[src/rtl/pic_pkg.sv]
package pic_pkg;
   localparam logic [7:0] CMD_EOI_ANY     = 8'h20;
   localparam logic [4:0] CMD_EOI_LINE_HI = 5'b01100;
endpackage

[src/rtl/pic_prio_enc.sv]
module pic_prio_enc #(
   parameter int N  = 8,
   parameter int IW = $clog2(N)
) (
   input  logic [N-1:0]  vec_i,
   output logic          any_o,
   output logic [IW-1:0] idx_o
);
   always_comb begin
      any_o = 1'b0;
      idx_o = '0;
      for (int i = N - 1; i >= 0; i--) begin
         if (vec_i[i]) begin
            any_o = 1'b1;
            idx_o = IW'(i);
         end
      end
   end
endmodule

[src/rtl/pic_req_reg.sv]
module pic_req_reg #(
   parameter int N = 8
) (
   input  logic         clk,
   input  logic         rst_n,
   input  logic [N-1:0] irq_i,
   input  logic [N-1:0] clr_i,
   output logic [N-1:0] irr_o
);
   logic [N-1:0] prev_q;
   logic [N-1:0] rise;

   assign rise = irq_i & ~prev_q;

   always_ff @(posedge clk) begin
      if (!rst_n) begin
         prev_q <= '0;
         irr_o  <= '0;
      end else begin
         prev_q <= irq_i;
         irr_o  <= (irr_o & ~clr_i) | rise;
      end
   end

   assert_edge_sets_R2: assert property (@(posedge clk) disable iff (!rst_n)
      (rise != '0) |=> ((irr_o & $past(rise)) == $past(rise)));
endmodule

[src/rtl/pic_svc_reg.sv]
module pic_svc_reg
   import pic_pkg::*;
#(
   parameter int N  = 8,
   parameter int IW = $clog2(N)
) (
   input  logic          clk,
   input  logic          rst_n,
   input  logic [N-1:0]  set_i,
   input  logic          cmd_we_i,
   input  logic [7:0]    cmd_i,
   output logic [N-1:0]  isr_o,
   output logic          svc_any_o,
   output logic [IW-1:0] svc_idx_o
);
   logic         eoi_any, eoi_line;
   logic [N-1:0] clr;

   pic_prio_enc #(.N(N), .IW(IW)) u_svc_enc (
      .vec_i(isr_o), .any_o(svc_any_o), .idx_o(svc_idx_o));

   assign eoi_any  = cmd_we_i && (cmd_i == CMD_EOI_ANY);
   assign eoi_line = cmd_we_i && (cmd_i[7:3] == CMD_EOI_LINE_HI);

   always_comb begin
      clr = '0;
      if (eoi_any && svc_any_o) clr = N'(1) << svc_idx_o;
      else if (eoi_line)        clr = N'(1) << cmd_i[2:0];
   end

   always_ff @(posedge clk) begin
      if (!rst_n) isr_o <= '0;
      else        isr_o <= (isr_o & ~clr) | set_i;
   end

   assert_eoi_any_one_bit_R6: assert property (@(posedge clk) disable iff (!rst_n)
      (eoi_any && set_i == '0 && isr_o != '0) |=>
         ($countones(isr_o) == $countones($past(isr_o)) - 1));
   assert_eoi_any_empty_R6: assert property (@(posedge clk) disable iff (!rst_n)
      (eoi_any && set_i == '0 && isr_o == '0) |=> (isr_o == '0));
   assert_eoi_line_R7: assert property (@(posedge clk) disable iff (!rst_n)
      (eoi_line && set_i == '0) |=> !isr_o[$past(cmd_i[2:0])]);
   assert_other_cmd_R12: assert property (@(posedge clk) disable iff (!rst_n)
      (cmd_we_i && !eoi_any && !eoi_line && set_i == '0) |=> $stable(isr_o));
endmodule

[src/rtl/pic_eoi_ctrl.sv]
module pic_eoi_ctrl #(
   parameter int N_LINES   = 8,
   parameter int BASE_W    = 5,
   parameter int CASC_LINE = 2,
   localparam int IW       = $clog2(N_LINES),
   localparam int VEC_W    = BASE_W + IW
) (
   input  logic               clk,
   input  logic               rst_n,
   input  logic [N_LINES-1:0] irq_i,
   input  logic               mask_we_i,
   input  logic [N_LINES-1:0] mask_i,
   input  logic               base_we_i,
   input  logic [BASE_W-1:0]  base_i,
   input  logic               auto_eoi_i,
   input  logic               cmd_we_i,
   input  logic [7:0]         cmd_i,
   input  logic               ack_i,
   output logic               int_o,
   output logic [VEC_W-1:0]   vec_o,
   output logic               vec_vld_o,
   output logic               casc_ack_o,
   output logic [N_LINES-1:0] irr_o,
   output logic [N_LINES-1:0] isr_o
);
   if (N_LINES != 8) begin : g_bad_lines
      $error("pic_eoi_ctrl: command byte encoding needs N_LINES == 8");
   end
   if (CASC_LINE < 0 || CASC_LINE >= N_LINES) begin : g_bad_casc
      $error("pic_eoi_ctrl: CASC_LINE out of range");
   end

   logic [N_LINES-1:0] mask_q;
   logic [BASE_W-1:0]  base_q;
   logic [N_LINES-1:0] pend;
   logic               req_any, svc_any;
   logic [IW-1:0]      req_idx, svc_idx;
   logic               ack_ok;
   logic [N_LINES-1:0] win_1h, irr_clr, isr_set;

   assign pend = irr_o & ~mask_q;

   pic_prio_enc #(.N(N_LINES), .IW(IW)) u_req_enc (
      .vec_i(pend), .any_o(req_any), .idx_o(req_idx));

   assign int_o   = req_any && (!svc_any || req_idx < svc_idx);
   assign ack_ok  = ack_i && int_o;
   assign win_1h  = N_LINES'(1) << req_idx;
   assign irr_clr = ack_ok ? win_1h : '0;
   assign isr_set = (ack_ok && !auto_eoi_i) ? win_1h : '0;

   pic_req_reg #(.N(N_LINES)) u_req (
      .clk(clk), .rst_n(rst_n), .irq_i(irq_i), .clr_i(irr_clr), .irr_o(irr_o));

   pic_svc_reg #(.N(N_LINES), .IW(IW)) u_svc (
      .clk(clk), .rst_n(rst_n), .set_i(isr_set), .cmd_we_i(cmd_we_i),
      .cmd_i(cmd_i), .isr_o(isr_o), .svc_any_o(svc_any), .svc_idx_o(svc_idx));

   always_ff @(posedge clk) begin
      if (!rst_n) begin
         mask_q     <= '0;
         base_q     <= '0;
         vec_o      <= '0;
         vec_vld_o  <= 1'b0;
         casc_ack_o <= 1'b0;
      end else begin
         if (mask_we_i) mask_q <= mask_i;
         if (base_we_i) base_q <= base_i;
         vec_vld_o  <= ack_i;
         casc_ack_o <= ack_ok && (req_idx == IW'(CASC_LINE));
         if (ack_i) vec_o <= {base_q, ack_ok ? req_idx : IW'(N_LINES - 1)};
      end
   end

   assert_int_needs_req_R3: assert property (@(posedge clk) disable iff (!rst_n)
      int_o |-> ((irr_o & ~mask_q) != '0));
   assert_vld_after_ack_R4: assert property (@(posedge clk) disable iff (!rst_n)
      vec_vld_o |-> $past(ack_i));
   assert_ack_takes_req_R4: assert property (@(posedge clk) disable iff (!rst_n)
      (ack_ok && !cmd_we_i && !auto_eoi_i) |=> ($countones(isr_o) == $countones($past(isr_o)) + 1));
   assert_spurious_R5: assert property (@(posedge clk) disable iff (!rst_n)
      (ack_i && !int_o && !cmd_we_i) |=> $stable(isr_o));
   assert_auto_eoi_R8: assert property (@(posedge clk) disable iff (!rst_n)
      (ack_i && auto_eoi_i && !cmd_we_i) |=> $stable(isr_o));
   assert_masked_quiet_R9: assert property (@(posedge clk) disable iff (!rst_n)
      ((irr_o & ~mask_q) == '0) |-> !int_o);
   assert_casc_with_vec_R10: assert property (@(posedge clk) disable iff (!rst_n)
      casc_ack_o |-> vec_vld_o);
endmodule

[config.mk]
export PLATFORM = sky130hd
export DESIGN_NAME = pic_eoi_ctrl
export DESIGN_NICKNAME = d
export VERILOG_FILES = /design/src/rtl/pic_pkg.sv /design/src/rtl/pic_prio_enc.sv /design/src/rtl/pic_req_reg.sv /design/src/rtl/pic_svc_reg.sv /design/src/rtl/pic_eoi_ctrl.sv
export SDC_FILE = /design/constraint.sdc
export NUM_CORES = 1
export LEC_CHECK = 0
export ABC_AREA = 1
export CAP_MARGIN = 20
export CORE_ASPECT_RATIO = 0.9
export CORE_UTILIZATION = 60
export CTS_BUF_LIST = sky130_fd_sc_hd__clkbuf_4
export CTS_CLUSTER_SIZE = 14
export DETAILED_ROUTE_END_ITERATION = 8
export DONT_BUFFER_PORTS = 1
export GPL_TIMING_DRIVEN = 0
export PLACE_DENSITY = 0.75
export SLEW_MARGIN = 20
export SYNTH_ARGS = -nofsm -noshare
export SYNTH_HDL_FRONTEND = slang
export SYNTH_SLANG_ARGS = --single-unit
[constraint.sdc]
create_clock -name clk -period 5.1 [get_ports clk]
set_clock_uncertainty 0.2 [all_clocks]
set_input_delay 0.255 -clock clk [delete_from_list [all_inputs] [get_ports clk]]
set_output_delay 0.255 -clock clk [all_outputs]
set_load 0.05 [all_outputs]
Word level (Yosys, flattened, before mapping)
Cells that the tools add are included.
{"block": "classes", "n_addsub": 0, "multipliers": 0, "div": 0, "n_lt_le_gt_ge": 1, "n_eq_ne": 3, "shifts": 3, "mux": 37, "bitwise": 10, "n_reduce_logical": 10}
{"cell": "3-bit two-way mux", "n": 17}
{"cell": "8-bit bitwise AND", "n": 4}
{"cell": "8-bit two-way mux", "n": 4}
{"cell": "8-bit NOT", "n": 4}
{"cell": "1-bit by 3-bit left shift with 8-bit output (first input constant)", "n": 3}
{"cell": "1-bit two-way mux", "n": 16}
{"cell": "8-bit bitwise OR", "n": 2}
{"cell": "8-bit by 6-bit == test with 1-bit output (second input constant)", "n": 1}
{"cell": "1-bit logical AND", "n": 7}
{"cell": "5-bit by 4-bit == test with 1-bit output (second input constant)", "n": 1}
{"cell": "3-bit by 2-bit == test with 1-bit output (second input constant)", "n": 1}
{"cell": "3-bit less-than comparator", "n": 1}
{"cell": "1-bit zero test", "n": 2}
{"cell": "1-bit logical OR", "n": 1}
{"block": "totals", "ff_bits": 47, "latch_bits": 0, "ram_bits": 0, "rom_bits": 0, "inputBits": 36, "output_inout_bits": 27, "mem_count": 0}

Longest topological paths before layout
{"block": "depth", "ltp_word": 18, "depth_mapped": 17, "depth_no_buf": 17}

Cells and area by module
Synthesis repeated with hierarchy kept, for this count alone.
{"block": "hier_totals", "cells_unflattened": 365, "hier_area_um2": 2467.4}
{"module": "pic_eoi_ctrl", "n_inst": 1, "cells_per_inst": 165, "area_each_um2": 1156.1, "seq_area_each_um2": 460.4}
{"module": "pic_req_reg", "n_inst": 1, "cells_per_inst": 74, "area_each_um2": 573.0, "seq_area_each_um2": 320.3}
{"module": "pic_svc_reg", "n_inst": 1, "cells_per_inst": 82, "area_each_um2": 540.5, "seq_area_each_um2": 160.2}
{"module": "pic_prio_enc", "n_inst": 2, "cells_per_inst": 22, "area_each_um2": 98.8, "seq_area_each_um2": 0.0}

Worst setup path before layout
Ideal clock, no wire load.
{"block": "synth_timing", "kind": "register to output", "from": "register u_req.irr_o[7]", "to": "output port int_o", "arrival_ns": 2.848, "t_required_ns": 4.645, "setup_slack_ns": 1.797, "stages_incl_launch_ff": 11, "path_buffers": 0, "cell_sequence": "dfxtp_1 > inv_1 > o21ai_2 > nor2_1 > nor3_4 > ha_1 > inv_1 > o21bai_1 > inv_1 > nand2_2 > a21boi_0"}
{"block": "synth_via", "elab_chain_len": 12, "word_cells_on_any_way": 20}
{"element": "from (decl)", "line": "pic_req_reg.sv:8", "text": "output logic [N-1:0] irr_o"}
{"element": "from (signal assigned)", "line": "pic_req_reg.sv:21", "text": "irr_o <= (irr_o & ~clr_i) | rise;"}
{"element": "8-bit bitwise AND (*)", "line": "pic_eoi_ctrl.sv:41", "text": "assign pend = irr_o & ~mask_q;"}
{"element": "3-bit two-way mux (8 in series)", "line": "pic_prio_enc.sv:13", "text": "if (vec_i[i]) begin"}
{"element": "3-bit less-than comparator", "line": "pic_eoi_ctrl.sv:46", "text": "assign int_o = req_any && (!svc_any || req_idx < svc_idx);"}
{"element": "1-bit logical OR", "line": "pic_eoi_ctrl.sv:46"}
{"element": "1-bit logical AND (*)", "line": "pic_eoi_ctrl.sv:46"}
{"element": "to (decl)", "line": "pic_eoi_ctrl.sv:19", "text": "output logic int_o,"}
Mark *: on every way between the ends. The rest lies on a longest branch, timed or not.

Final worst setup path
Ends and elaborated chain as after synthesis.

==> results.json <==
{
  "status": "finished clean",
  "portBuffers": 0,
  "syn-cell-area_um2": 2296,
  "clkTransAtPathRegs_ns": 0.15,
  "crit_required_ns": 4.64,
  "die_x_um": 67.21,
  "first_iter_violations": 87,
  "grt_pass1_wl_um": 8707,
  "via_count": 2112,
  "ys_warn_count": 0,
  "die-area_um2": 4078,
  "total_power_uw": 932.1,
  "cts-resized-gates": 0,
  "synthDominantCellAreaShare_pct": 40.98,
  "gp_congestion": 0.8782,
  "overflow": 0,
  "clkLatencyLatePin_ns": 0.37,
  "drc_errors": 0,
  "slew_viol_final": 0,
  "avgSynthCellArea_um2": 7.175,
  "dp_slack_ns": 1.960,
  "finalCritPeriodShare_pct": 70.67,
  "start_kind": "flop",
  "synthesis.nets": 357,
  "synthTopCellsByArea": "dfxtp_1 (41%), nor2_1 (11%), nand2_1 (9.5%)",
  "stdcell_area_um2": 2816,
  "rsz0062_at_grt": "false",
  "hold_viol": 0,
  "layout_min_cycle_time_ns": 3.604,
  "cp_top_family": "compound AO/OA/AOI/OAI gates",
  "syn_to_final_growth_pct": 22.67,
  "post_cts_buffers": 0,
  "worst_hold_path_type": "primary input to flop",
  "synth-seq-cells": 47,
  "final_cell_count_no_fill": 410,
  "io_pins": 63,
  "synthDistinctLibCells": 38,
  "clock_sinks": 47,
  "timing.hold.ws_ns": 0.03525,
  "cts_buffer_depth": 2,
  "placed_cells": 364,
  "crit_chain": "inv_1 > o21ai_2 > nor2_1 > nor3_4 > ha_1 > inv_1 > o21bai_1 > inv_1 > nand2_2 > a21boi_1",
  "crit_top_cell": "inv_1",
  "cpPeakStageDelay_ns": 0.81,
  "setup_ws_ns": 1.496,
  "rows": 20,
  "critical_path_buf_inv_count": 3,
  "antenna_found_initial": 0,
  "final_common_cell": "nor2_1",
  "cts_root_buf": "clkbuf_4",
  "groute.usage.overall_pct": 29.23,
  "max_slew_margin_pct": 28.13,
  "layout_common_cells": "nor2_1 (68), nand2_1 (58), inv_1 (53)",
  "synth_cells": 320,
  "cts_tree": "built",
  "vias_per_cell": 5.151,
  "drtPass1Iterations": 4,
  "dp_hpwl_um": 3681,
  "tightest_slew_ns": 1.076,
  "final_nets": 403,
  "slowest_stage": "a21boi_1",
  "post_drt_wl_per_cell_um": 13.29,
  "power.density_nw_per_um2": 331.0,
  "leakagePower_nw": 1.338,
  "tns_ns": 0,
  "crit_type": "flop to output pin",
  "crit_path_max_fanout": 7,
  "end_kind": "output pin",
  "core_area_um2": 3503,
  "drive_gt1_share_pct": 11.48,
  "die_h_um": 60.69,
  "grt_max_degree": 15,
  "synth_area_leader_cell": "dfxtp_1",
  "start_util_pct": 65.54,
  "placed_cell_area_um2": 2351,
  "synth-seq-area-share_pct": 40.98,
  "ir_drop_uv": 234.5,
  "ant_nets": 0,
  "cts_buffers": 5,
  "post-route-util_pct": 80.39,
  "drt-total-wl_um": 5448,
  "fmax_mhz": 277.5,
  "fill_cells": 248,
  "h-tree-depth": 2,
  "setup_viol": 0,
  "cp.arrival_ns": 3.15,
  "drv_cap": 0,
  "grt_pass1_vias": 2033,
  "antenna_cells": 0
}
## Yosys cell counts (all sizes together)
| library cell | number |
|---|---|
| a21boi | 1 |
| a21oi | 9 |
| a221oi | 2 |
| and3b | 1 |
| buf | 4 |
| clkbuf | 4 |
| clkinv | 1 |
| dfxtp | 47 |
| ha | 1 |
| inv | 54 |
| nand2 | 66 |
| nand3 | 11 |
| nand4 | 2 |
| nor2 | 74 |
| nor3 | 5 |
| o211ai | 1 |
| o21ai | 24 |
| o21bai | 1 |
| o221ai | 2 |
| o22ai | 8 |
| o41ai | 1 |
| or2 | 1 |
## tightest hold or removal path: cells and delay by family
family | cells | cell delay (ns)
and+or+nand+nor | 4 | 0.28
buffers and inverters | 1 | 0.06
## worst paths after layout
check | from | to | slack [ns] | depth (start not counted)
worst min-delay path | cmd_i[2] | u_svc.isr_o[4]$_SDFF_PN0_ | 0.04 | 5
worst max register to register | u_req.irr_o[7]$_SDFF_PN0_ | u_svc.isr_o[2]$_SDFF_PN0_ | 1.80 | 15
worst min register to register | u_req.prev_q[7]$_SDFF_PN0_ | u_req.irr_o[7]$_SDFF_PN0_ | 0.21 | 1
worst max-delay path | u_req.irr_o[7]$_SDFF_PN0_ | int_o | 1.50 | 10
## registers in the layout, indices dropped and copies added, names as in the netlist
register / count
u_svc.isr_o: 8
mask_q: 8
vec_vld_o: 1
u_req.irr_o: 8
u_req.prev_q: 8
base_q: 5
vec_o: 8
casc_ack_o: 1
## what timing repair did
item | CTS | global route
hold buffers | 39 | 0
hold endpoints to repair | 37 | 0
setup endpoints to repair | 0 | 0
## power breakdown
part           leakage [nW]  internal, mW  switching, mW
combinational         0.912        0.0890          0.148
clock                0.0373         0.101          0.121
sequential            0.389         0.395         0.0788
total                  1.34         0.584          0.348
## area by class of cell
type | count | area, µm² | area share, %
Sequential cell | 47 | 940.9 | 33.41
Inverter | 55 | 207.7 | 7.374
Buffer | 8 | 47.55 | 1.688
Clock inverter | 2 | 37.54 | 1.333
Clock buffer | 5 | 37.54 | 1.333
Multi-Input combinational cell | 210 | 1100 | 39.05
Timing Repair Buffer | 39 | 390.4 | 13.86
Tap cell | 44 | 55.05 | 1.955
## layer usage
metal	wire length, µm	share of wire [%]	track usage (%)	up-vias
li1	-	-	-	1091
met1	2418	44	32.67	940
met2	2648	49	52.00	69
met3	289	5.3	9.023	12
met4	91	1.7	11.55	0
met5	0	0	0	-
## kinds of logic (layout without fill, tap and decap cells)
| family | after synthesis | count (layout) | share of synthesized area, % |
|---|---|---|---|
| AO/OA/AOI/OAI | 49 | 49 | 15.04 |
| flip-flops | 47 | 47 | 40.98 |
| adder cells (fa/ha/maj) | 1 | 1 | 0.5449 |
| buffers and inverters | 63 | 109 | 11.12 |
| AND/OR/NAND/NOR | 160 | 160 | 32.32 |
No activity file was read; power rests on OpenSTA's default activity.
